## src/rtl/sched_pkg.sv

```systemverilog
package sched_pkg;

    localparam int NCH      = 16;
    localparam int NSRC     = 4;
    localparam int SEQ_LEN  = 7;
    localparam int SLOT_W   = $clog2(SEQ_LEN);

    // reason bit positions
    localparam int RSN_HOST = 0;
    localparam int RSN_LINK = 1;
    localparam int RSN_MTCH = 2;
    localparam int RSN_CAPT = 3;

    typedef logic [NSRC-1:0] reason_t;

    typedef enum logic [1:0] {
        PRIO_OFF = 2'b00,
        PRIO_LO  = 2'b01,
        PRIO_MID = 2'b10,
        PRIO_HI  = 2'b11
    } prio_e;

    // level visited in each slot: H M H L H M H
    function automatic prio_e slot_level(input logic [SLOT_W-1:0] s);
        case (s)
            3'd1, 3'd5: return PRIO_MID;
            3'd3:       return PRIO_LO;
            default:    return PRIO_HI;
        endcase
    endfunction

    function automatic logic [SLOT_W-1:0] slot_add(input logic [SLOT_W-1:0] s, input int k);
        int t;
        t = int'(s) + k;
        if (t >= SEQ_LEN) t = t - SEQ_LEN;
        return SLOT_W'(t);
    endfunction

endpackage

```

## src/rtl/sched_prio_bank.sv

```systemverilog
module sched_prio_bank
    import sched_pkg::*;
#(
    parameter int N_CH = NCH,
    localparam int CW  = $clog2(N_CH)
) (
    input  logic                  clk,
    input  logic                  rst,
    input  logic                  we,
    input  logic [CW-1:0]         wch,
    input  logic [1:0]            wval,
    output logic [N_CH-1:0][1:0]  prio_q
);

    for (genvar c = 0; c < N_CH; c++) begin : g_ch
        always_ff @(posedge clk) begin
            if (rst)
                prio_q[c] <= PRIO_OFF;
            else if (we && (wch == CW'(c)))
                prio_q[c] <= wval;
        end
    end

endmodule

```

## src/rtl/sched_req_bank.sv

```systemverilog
module sched_req_bank
    import sched_pkg::*;
#(
    parameter int N_CH = NCH,
    localparam int CW  = $clog2(N_CH)
) (
    input  logic                     clk,
    input  logic                     rst,
    input  logic                     hreq_we,
    input  logic [CW-1:0]            hreq_ch,
    input  logic [N_CH-1:0]          link_set,
    input  logic [N_CH-1:0]          match_set,
    input  logic [N_CH-1:0]          capture_set,
    input  logic                     clr_en,
    input  logic [CW-1:0]            clr_ch,
    input  reason_t                  clr_mask,
    output logic [N_CH-1:0][NSRC-1:0] pend_q,
    output logic [N_CH-1:0][NSRC-1:0] new_req
);

    for (genvar c = 0; c < N_CH; c++) begin : g_ch
        reason_t kill;

        always_comb begin
            new_req[c]           = '0;
            new_req[c][RSN_HOST] = hreq_we && (hreq_ch == CW'(c));
            new_req[c][RSN_LINK] = link_set[c];
            new_req[c][RSN_MTCH] = match_set[c];
            new_req[c][RSN_CAPT] = capture_set[c];
            kill = (clr_en && (clr_ch == CW'(c))) ? clr_mask : '0;
        end

        // set wins over clear: arrivals at the granting edge survive
        always_ff @(posedge clk) begin
            if (rst)
                pend_q[c] <= '0;
            else
                pend_q[c] <= (pend_q[c] & ~kill) | new_req[c];
        end
    end

endmodule

```

## src/rtl/sched_arbiter.sv

```systemverilog
module sched_arbiter
    import sched_pkg::*;
#(
    parameter int N_CH = NCH,
    localparam int CW  = $clog2(N_CH)
) (
    input  logic                      clk,
    input  logic                      rst,
    input  logic                      engine_idle,
    input  logic [N_CH-1:0][1:0]      prio_q,
    input  logic [N_CH-1:0][NSRC-1:0] pend_q,
    output logic                      pick_valid,
    output logic [CW-1:0]             pick_ch
);

    logic [3:0][N_CH-1:0] lvl_mask;
    logic [SLOT_W-1:0]    slot_q;
    logic [SLOT_W-1:0]    win_slot;
    prio_e                win_lvl;
    logic                 found;

    always_comb begin
        lvl_mask = '0;
        for (int c = 0; c < N_CH; c++)
            if (pend_q[c] != '0) lvl_mask[prio_q[c]][c] = 1'b1;

        found    = 1'b0;
        win_slot = slot_q;
        win_lvl  = PRIO_OFF;
        for (int k = 0; k < SEQ_LEN; k++) begin
            if (!found && (|lvl_mask[slot_level(slot_add(slot_q, k))])) begin
                found    = 1'b1;
                win_slot = slot_add(slot_q, k);
                win_lvl  = slot_level(win_slot);
            end
        end
    end

    // lowest channel number within the chosen level
    always_comb begin
        logic hit;
        hit     = 1'b0;
        pick_ch = '0;
        for (int c = 0; c < N_CH; c++) begin
            if (!hit && lvl_mask[win_lvl][c]) begin
                hit     = 1'b1;
                pick_ch = CW'(c);
            end
        end
    end

    assign pick_valid = found && engine_idle;

    always_ff @(posedge clk) begin
        if (rst)
            slot_q <= '0;
        else if (pick_valid)
            slot_q <= slot_add(win_slot, 1);
    end

endmodule

```

## src/rtl/svc_sched.sv

```systemverilog
module svc_sched
    import sched_pkg::*;
#(
    parameter int N_CH = NCH,
    localparam int CW  = $clog2(N_CH)
) (
    input  logic             clk,
    input  logic             rst,
    input  logic             prio_we,
    input  logic [CW-1:0]    prio_ch,
    input  logic [1:0]       prio_val,
    input  logic             hreq_we,
    input  logic [CW-1:0]    hreq_ch,
    input  logic [N_CH-1:0]  link_set,
    input  logic [N_CH-1:0]  match_set,
    input  logic [N_CH-1:0]  capture_set,
    input  logic             engine_idle,
    output logic             grant_valid,
    output logic [CW-1:0]    grant_ch,
    output logic [NSRC-1:0]  grant_reason
);

    logic [N_CH-1:0][1:0]      prio_q;
    logic [N_CH-1:0][NSRC-1:0] pend_q;
    logic [N_CH-1:0][NSRC-1:0] new_req;
    logic                      pick_valid;
    logic [CW-1:0]             pick_ch;
    reason_t                   pick_reason;

    sched_prio_bank #(.N_CH(N_CH)) u_prio (
        .clk    (clk),
        .rst    (rst),
        .we     (prio_we),
        .wch    (prio_ch),
        .wval   (prio_val),
        .prio_q (prio_q)
    );

    sched_req_bank #(.N_CH(N_CH)) u_req (
        .clk         (clk),
        .rst         (rst),
        .hreq_we     (hreq_we),
        .hreq_ch     (hreq_ch),
        .link_set    (link_set),
        .match_set   (match_set),
        .capture_set (capture_set),
        .clr_en      (pick_valid),
        .clr_ch      (pick_ch),
        .clr_mask    (pick_reason),
        .pend_q      (pend_q),
        .new_req     (new_req)
    );

    sched_arbiter #(.N_CH(N_CH)) u_arb (
        .clk         (clk),
        .rst         (rst),
        .engine_idle (engine_idle),
        .prio_q      (prio_q),
        .pend_q      (pend_q),
        .pick_valid  (pick_valid),
        .pick_ch     (pick_ch)
    );

    assign pick_reason = pend_q[pick_ch];

    always_ff @(posedge clk) begin
        if (rst) begin
            grant_valid  <= 1'b0;
            grant_ch     <= '0;
            grant_reason <= '0;
        end else begin
            grant_valid  <= pick_valid;
            grant_ch     <= pick_valid ? pick_ch : '0;
            grant_reason <= pick_valid ? pick_reason : '0;
        end
    end

endmodule

```

## config.mk

```make
export PLATFORM = sky130hd
export DESIGN_NAME = svc_sched
export DESIGN_NICKNAME = d
export VERILOG_FILES = /design/src/rtl/sched_pkg.sv /design/src/rtl/sched_prio_bank.sv /design/src/rtl/sched_req_bank.sv /design/src/rtl/sched_arbiter.sv /design/src/rtl/svc_sched.sv
export SDC_FILE = /design/constraint.sdc
export NUM_CORES = 1
export LEC_CHECK = 0
export BUFFER_PORTS_ARGS = -buffer_cell sky130_fd_sc_hd__buf_4
export CORE_AREA = 2 2 125 127
export CTS_BUF_LIST = sky130_fd_sc_hd__clkbuf_8 sky130_fd_sc_hd__clkbuf_16
export DETAILED_ROUTE_END_ITERATION = 7
export DIE_AREA = 0 0 127 129
export PLACE_DENSITY = 0.84
export SLEW_MARGIN = 10
export SYNTH_ARGS = -nofsm -noshare
export SYNTH_HDL_FRONTEND = slang
export SYNTH_SLANG_ARGS = --single-unit
```

## constraint.sdc

```tcl
create_clock -name clk -period 20.8 [get_ports clk]
set_clock_uncertainty 0.05 [all_clocks]
set_input_delay 1.04 -clock clk [delete_from_list [all_inputs] [get_ports clk]]
set_output_delay 1.04 -clock clk [all_outputs]
set_load 0.01 [all_outputs]
```

# [Word level (Yosys, flattened, before mapping)]
# Index checks and enable logic that the tools add are counted.
[word_totals] elab_cells=561 output_inout_bits=9 mem_count=0 romBits=0 latch_bits=0 regBits=108 mem_bits_rw=0 in_bits=63
[op_classes] n_mul=0 div=0 reduce_logical=148 eq_ne=87 bitwise=64 add_sub_neg=15 order_cmp=49 mux=162 shift=0
[ops] op="$mux W64" n=16
[ops] op="$or A64 B64 Y64" n=15
[ops] op="$demux W16 S2" n=16
[ops] op="$bmux W16 S2" n=8
[ops] op="$mux W16" n=9
[ops] op="$reduce_or A16 Y1" n=7
[ops] op="$mux W4" n=26
[ops] op="$eq A4 B4 Y1 const B" n=24
[ops] op="$logic_and A1 B1 Y1" n=86
[ops] op="$mux W3" n=27
[ops] op="$lt A2 B3 Y1 const B" n=24
[ops] op="$and A4 B4 Y4" n=16
[ops] op="$not A4 Y4" n=16
[ops] op="$or A4 B4 Y4" n=16
[ops] op="$reduce_bool A4 Y1" n=16
[ops] op="$pmux W2 S2" n=14
[ops] op="$eq A4 B3 Y1 const B" n=12
[ops] op="$eq A3 B1 Y1 const B" n=14
[ops] op="$eq A3 B2 Y1 const B" n=14
[ops] op="$eq A3 B3 Y1 const B" n=14
[ops] op="$ge A2 B1 Y1 const B" n=16
[ops] op="$reduce_or A2 Y1" n=15
[ops] op="$ge A4 B3 Y1 const B" n=7
[ops] op="$eq A4 B2 Y1 const B" n=6
[ops] op="other kinds (25)" n=91

# [Longest topological paths before layout]
[depth] ltp_word=115 mapped_depth=29

# [Modules after synthesis]
# From an unflattened synthesis, not the netlist that was laid out.
[hier_totals] cells_unflattened=986 area_unflattened_um2=8081.5
[by_module_without_submodules] mod="sched_arbiter" instances=1 area_each_um2=2995.4 cells_each=440
[by_module_without_submodules] mod="sched_req_bank" instances=1 area_each_um2=2902.8 cells_each=363
[by_module_without_submodules] mod="sched_prio_bank" instances=1 area_each_um2=1355.0 cells_each=128
[by_module_without_submodules] mod="svc_sched" instances=1 area_each_um2=828.3 cells_each=55

# [Worst setup path after synthesis]
# Ideal clock, no wire load.
[synth_timing] path_type="register -> register" startpoint="register u_arb.slot_q[1]" endpoint="register u_req.pend_q[10] (netlist name)" n_path_buf=6 arrival_time_ns=6.477 required_time_ns=20.669 setup_ns=0.081 path_stages_with_launch=27 slack_ns=14.192 path_cell_list="dfxtp_1 > inv_1 > ha_1 > inv_1 > fa_1 > or2_2 > a2bb2oi_1 > nor3b_1 > a221oi_1 > or4_1 > clkbuf_1 > or4_1 > buf_2 > or4_1 > buf_2 > and3_1 > a211oi_1 > o311a_1 > or2_1 > a32o_1 > buf_6 > buf_6 > mux2_4 > a221oi_2 > nand2_2 > buf_6 > a211oi_2"
[synth_via] elab_chain_len=81 word_cells_on_any_way=222
[synth_lines] item="from (decl)" line_no="sched_arbiter.sv:17" source="logic [SLOT_W-1:0] slot_q;"
[synth_lines] item="from (signal assigned)" line_no="sched_arbiter.sv:58" source="slot_q <= slot_add(win_slot, 1);"
[synth_lines] item="parallel branches: the longest is 77 deep, another holds $add A3 B1 Y4"
[synth_lines] item="$mux W4 *" line_no="sched_req_bank.sv:30" source="kill = (clr_en && (clr_ch == CW'(c))) ? clr_mask : '0;"
[synth_lines] item="$not A4 Y4 *" line_no="sched_req_bank.sv:38" source="pend_q[c] <= (pend_q[c] & ~kill) | new_req[c];"
[synth_lines] item="$and A4 B4 Y4 *" line_no="sched_req_bank.sv:38"
[synth_lines] item="$or A4 B4 Y4 *" line_no="sched_req_bank.sv:38"
[synth_lines] item="to (signal, indexed assignment)" line_no="sched_req_bank.sv:38"
[synth_lines] item="to (decl)" line_no="sched_req_bank.sv:17" source="output logic [N_CH-1:0][NSRC-1:0] pend_q,"
# Every way passes the cells marked *. The select of a mux whose other input is x is not followed.
# A chain may end at the register's enable or synchronous reset.

# [Final worst setup path]
[layout_timing] startpoint="register u_arb.slot_q[1]" endpoint="register u_req.pend_q[21] (netlist name)"
[layout_via] elab_chain_len=81 word_cells_on_any_way=222
[layout_lines] item="parallel branches: the longest is 77 deep, another holds $add A3 B1 Y4"
[layout_lines] item="$mux W4 *" line_no="sched_req_bank.sv:30"
[layout_lines] item="$not A4 Y4 *" line_no="sched_req_bank.sv:38"
[layout_lines] item="$and A4 B4 Y4 *" line_no="sched_req_bank.sv:38"
[layout_lines] item="$or A4 B4 Y4 *" line_no="sched_req_bank.sv:38"
# Marks and branches as above.

==> flow_summary_export.csv <==
group,metric,value,unit
synthesis,yosys_warnings,0,
synthesis,synth_edf_count,0,
layout,multi_input_area,5602,um2
setup_path,path_cells,"inv_1 -> ha_1 -> inv_1 -> fa_1 -> or2_2 -> a2bb2oi_1 -> nor3b_1 -> a221oi_1 -> or4_1 -> or4_1 -> nor4_2 -> nor2_1 -> xnor2_1 -> o31a_1 -> o32ai_1 -> a32o_1 -> o21ai_2 -> and4b_1 -> a211oi_2 -> nand3_2 -> a311oi_1",
clock_network,clockBufferDepth,2,
layout,n_antenna_cell,0,
grt,first_global_vias,7730,
synthesis,synthesis.area,8167,um2
drt,first_iter_violations,944,
timing,worst_pin_slew,1.224,ns
layout,fillers,1368,
synthesis,synthArstFlopShare,0,%
grt,grt_remaining_overflow,0,
setup_path,cp_max_fo,24,
floorplanning,die_y,129,um
place,io_buffers,71,
drt,wirelength,25550,um
clock_network,h-tree-depth,3,
setup_path,cp_top_family,"simple AND/OR/NAND/NOR gates",
drt,via_per_inst,6.698,
timing,clock.fmax,104.5,MHz
synthesis,synth_cells,1037,
clock_network,hold_buffers,0,
layout,mostFrequentLayoutCell,"nor2_1",
clock_network,numCtsBuffers,9,
timing,slew_violations,0,
floorplanning,die_w,127,um
setup_path,cp_slowest_cell,"a32o_1",
layout,layout_common_cells,"nor2_1, dfxtp_1, nand2_1",
synthesis,syn_avg_cell_area,7.875,um2
timing,tns,0,ns
drt,drc,0,
clock_network,cts_resized,0,
drt,ant_nets,0,
clock_network,cts_tree,"done",
synthesis,synth_ff_type,"dfxtp_1",
synthesis,synth_fp_nets,1118,
setup_path,cpPeakStageDelay,1.04,ns
drt,dr.pass1.iters,6,
floorplanning,die_area,16380,um2
synthesis,ys_seq_area_share,26.47,%
timing,maxSlewHeadroom,18.40,%
floorplanning,io_pins,72,
timing,setup_viol,0,
clock_network,clkSinkCount,108,
grt,grt_start_max_net_pins,74,
synthesis,synthDistinctLibCells,94,
run,cap_violations,0,
clock_network,insertion_delay,0.37,ns
timing,grt_setup_unrepaired,"no",
setup_path,critPathRequiredTime,21.03,ns
layout,fin_nets,1158,
floorplanning,rows,45,
synthesis,ys_ff_latch,108,
setup_path,crit_arrival,9.79,ns
layout,drive_gt1_share,15.34,%
grt,antenna_found_initial,0,
timing,min_period_over_period,46.00,%
setup_path,critPathBufInv,2,
grt,grt_pass1_wl,40190,um
floorplanning,coreArea,14980,um2
timing,min_period,9.568,ns
place,hpwl,19490,um
clock_network,cts-root-buf,"clkbuf_16",
clock_network,postCtsSetupBuffers,0,
grt,grt_usage,30.59,%
clock_network,path_clk_slew,0.08,ns
layout,area_delta_synth_final,10.57,%
floorplanning,initial_core_util,54.53,%
drt,vias,8506,
place,routabilityCongestion,1.030,
setup_path,end_kind,"flop",
timing,hold_viol,0,
layout,final-seq-area,2162,um2
setup_path,startpoint_type,"flop",
setup_path,worstSetupPathType,"flop to flop",
drt,wl_per_cell,20.12,um
worst_hold_path,hold_path_class,"flop to flop",
outcome,status,"complete, no violations",
-- through the flow --
| stage | util [%] | worst slack (ns) | hold slack (ns) | std cells | cell area (um2) |
|---|---|---|---|---|---|
| 5_1_grt | 60.29 | 10.57 | 0.5030 | 1270 | 9030 |
| 4_1_cts | 60.29 | 11.47 | 0.4741 | 1270 | 9030 |
| 6_report | 60.29 | 11.23 | 0.4834 | 1270 | 9030 |
| 3_5_place_dp | 58.40 | 11.49 | 0.4624 | 1254 | 8746 |
| 2_1_floorplan | - | 14.19 | 0.4254 | 1037 | 8167 |
| 3_3_place_gp | 58.40 | 12.00 | 0.4564 | 1254 | 8746 |
-- flip-flops by register name (all words and copies together), names as in the netlist --
register       count
u_req.pend_q      64
grant_reason       4
u_prio.prio_q     32
grant_ch           4
u_arb.slot_q       3
grant_valid        1
-- cell type report --
type | instances | share of cell area, %
flip-flops and latches | 108 | 23.94
repair buffers | 76 | 6.318
clock buffers | 9 | 2.494
well taps | 188 | 2.605
multi-input cells | 835 | 62.03
clock inverters | 7 | 0.6512
inverters | 47 | 1.954
-- layer usage --
layer	track usage (%)	vias up	wire (um)
met5	0	-	0
met4	14.09	0	1123
met3	4.241	92	2282
met2	50.16	461	11840
met1	40.17	4007	10300
li1	-	3946	-
-- worst paths after layout --
check | startpoint | slack, ns | cells past startpoint | to
worst max-delay path | u_arb.slot_q[1] | 11.23 | 21 | u_req.pend_q[21]
worst max register to register | u_arb.slot_q[1] | 11.23 | 21 | u_req.pend_q[21]
worst min register to register | u_req.pend_q[20] | 0.48 | 2 | u_req.pend_q[20]
worst min-delay path | u_req.pend_q[20] | 0.48 | 2 | u_req.pend_q[20]
-- cells in the mapped netlist, types with 5 or more instances --
library cell,count,area share [%]
a21oi_1,52,3.2
inv_1,45,2.1
o21ai_0,55,3.4
nor4_2,8,1.2
nor4_4,5,1.3
nor2_1,148,6.8
or4_1,5,0.46
o41ai_1,5,0.54
nand3_1,15,0.92
clkbuf_1,28,1.3
and3_1,10,0.77
xor2_1,13,1.4
nand3b_1,23,2.1
o22ai_1,16,1.2
and2_1,12,0.92
nand2_1,78,3.6
nand2b_1,23,1.8
a31oi_1,8,0.61
dfxtp_1,108,26
o21a_1,7,0.64
a211oi_1,24,2.2
buf_2,10,0.61
or2_2,9,0.69
nor3_1,32,2.0
o31ai_1,9,0.83
mux2_2,5,0.69
nor2b_1,6,0.46
a311oi_1,9,0.97
or3_1,13,1.0
xnor2_1,17,1.8
nor3b_1,13,1.2
nor4_1,10,0.77
o32ai_1,20,2.1
a221oi_1,7,0.75
mux2i_1,44,5.4
a211oi_2,27,4.1
ha_1,17,2.6
-- tightest hold or removal path: cells and delay by family, from the launching register on --
family	cells	cell delay (ns)
buf+inv	1	0.06
flops	1	0.34
compound gates	1	0.08
-- cells by family after synthesis --
| group | Yosys count | synth area share [%] |
|---|---|---|
| muxes | 51 | 6.404 |
| DFF | 108 | 26.47 |
| and+or+nand+nor | 430 | 28.02 |
| buffers and inverters | 94 | 4.933 |
| adders and majority gates | 18 | 2.850 |
| xor gates and xnor gates | 30 | 3.217 |
| AOI/OAI and AO/OA | 306 | 28.10 |
Power is left out: the tool's default activity adds up to more than one toggle a clock period on the data nets, which glitch-free logic cannot reach.
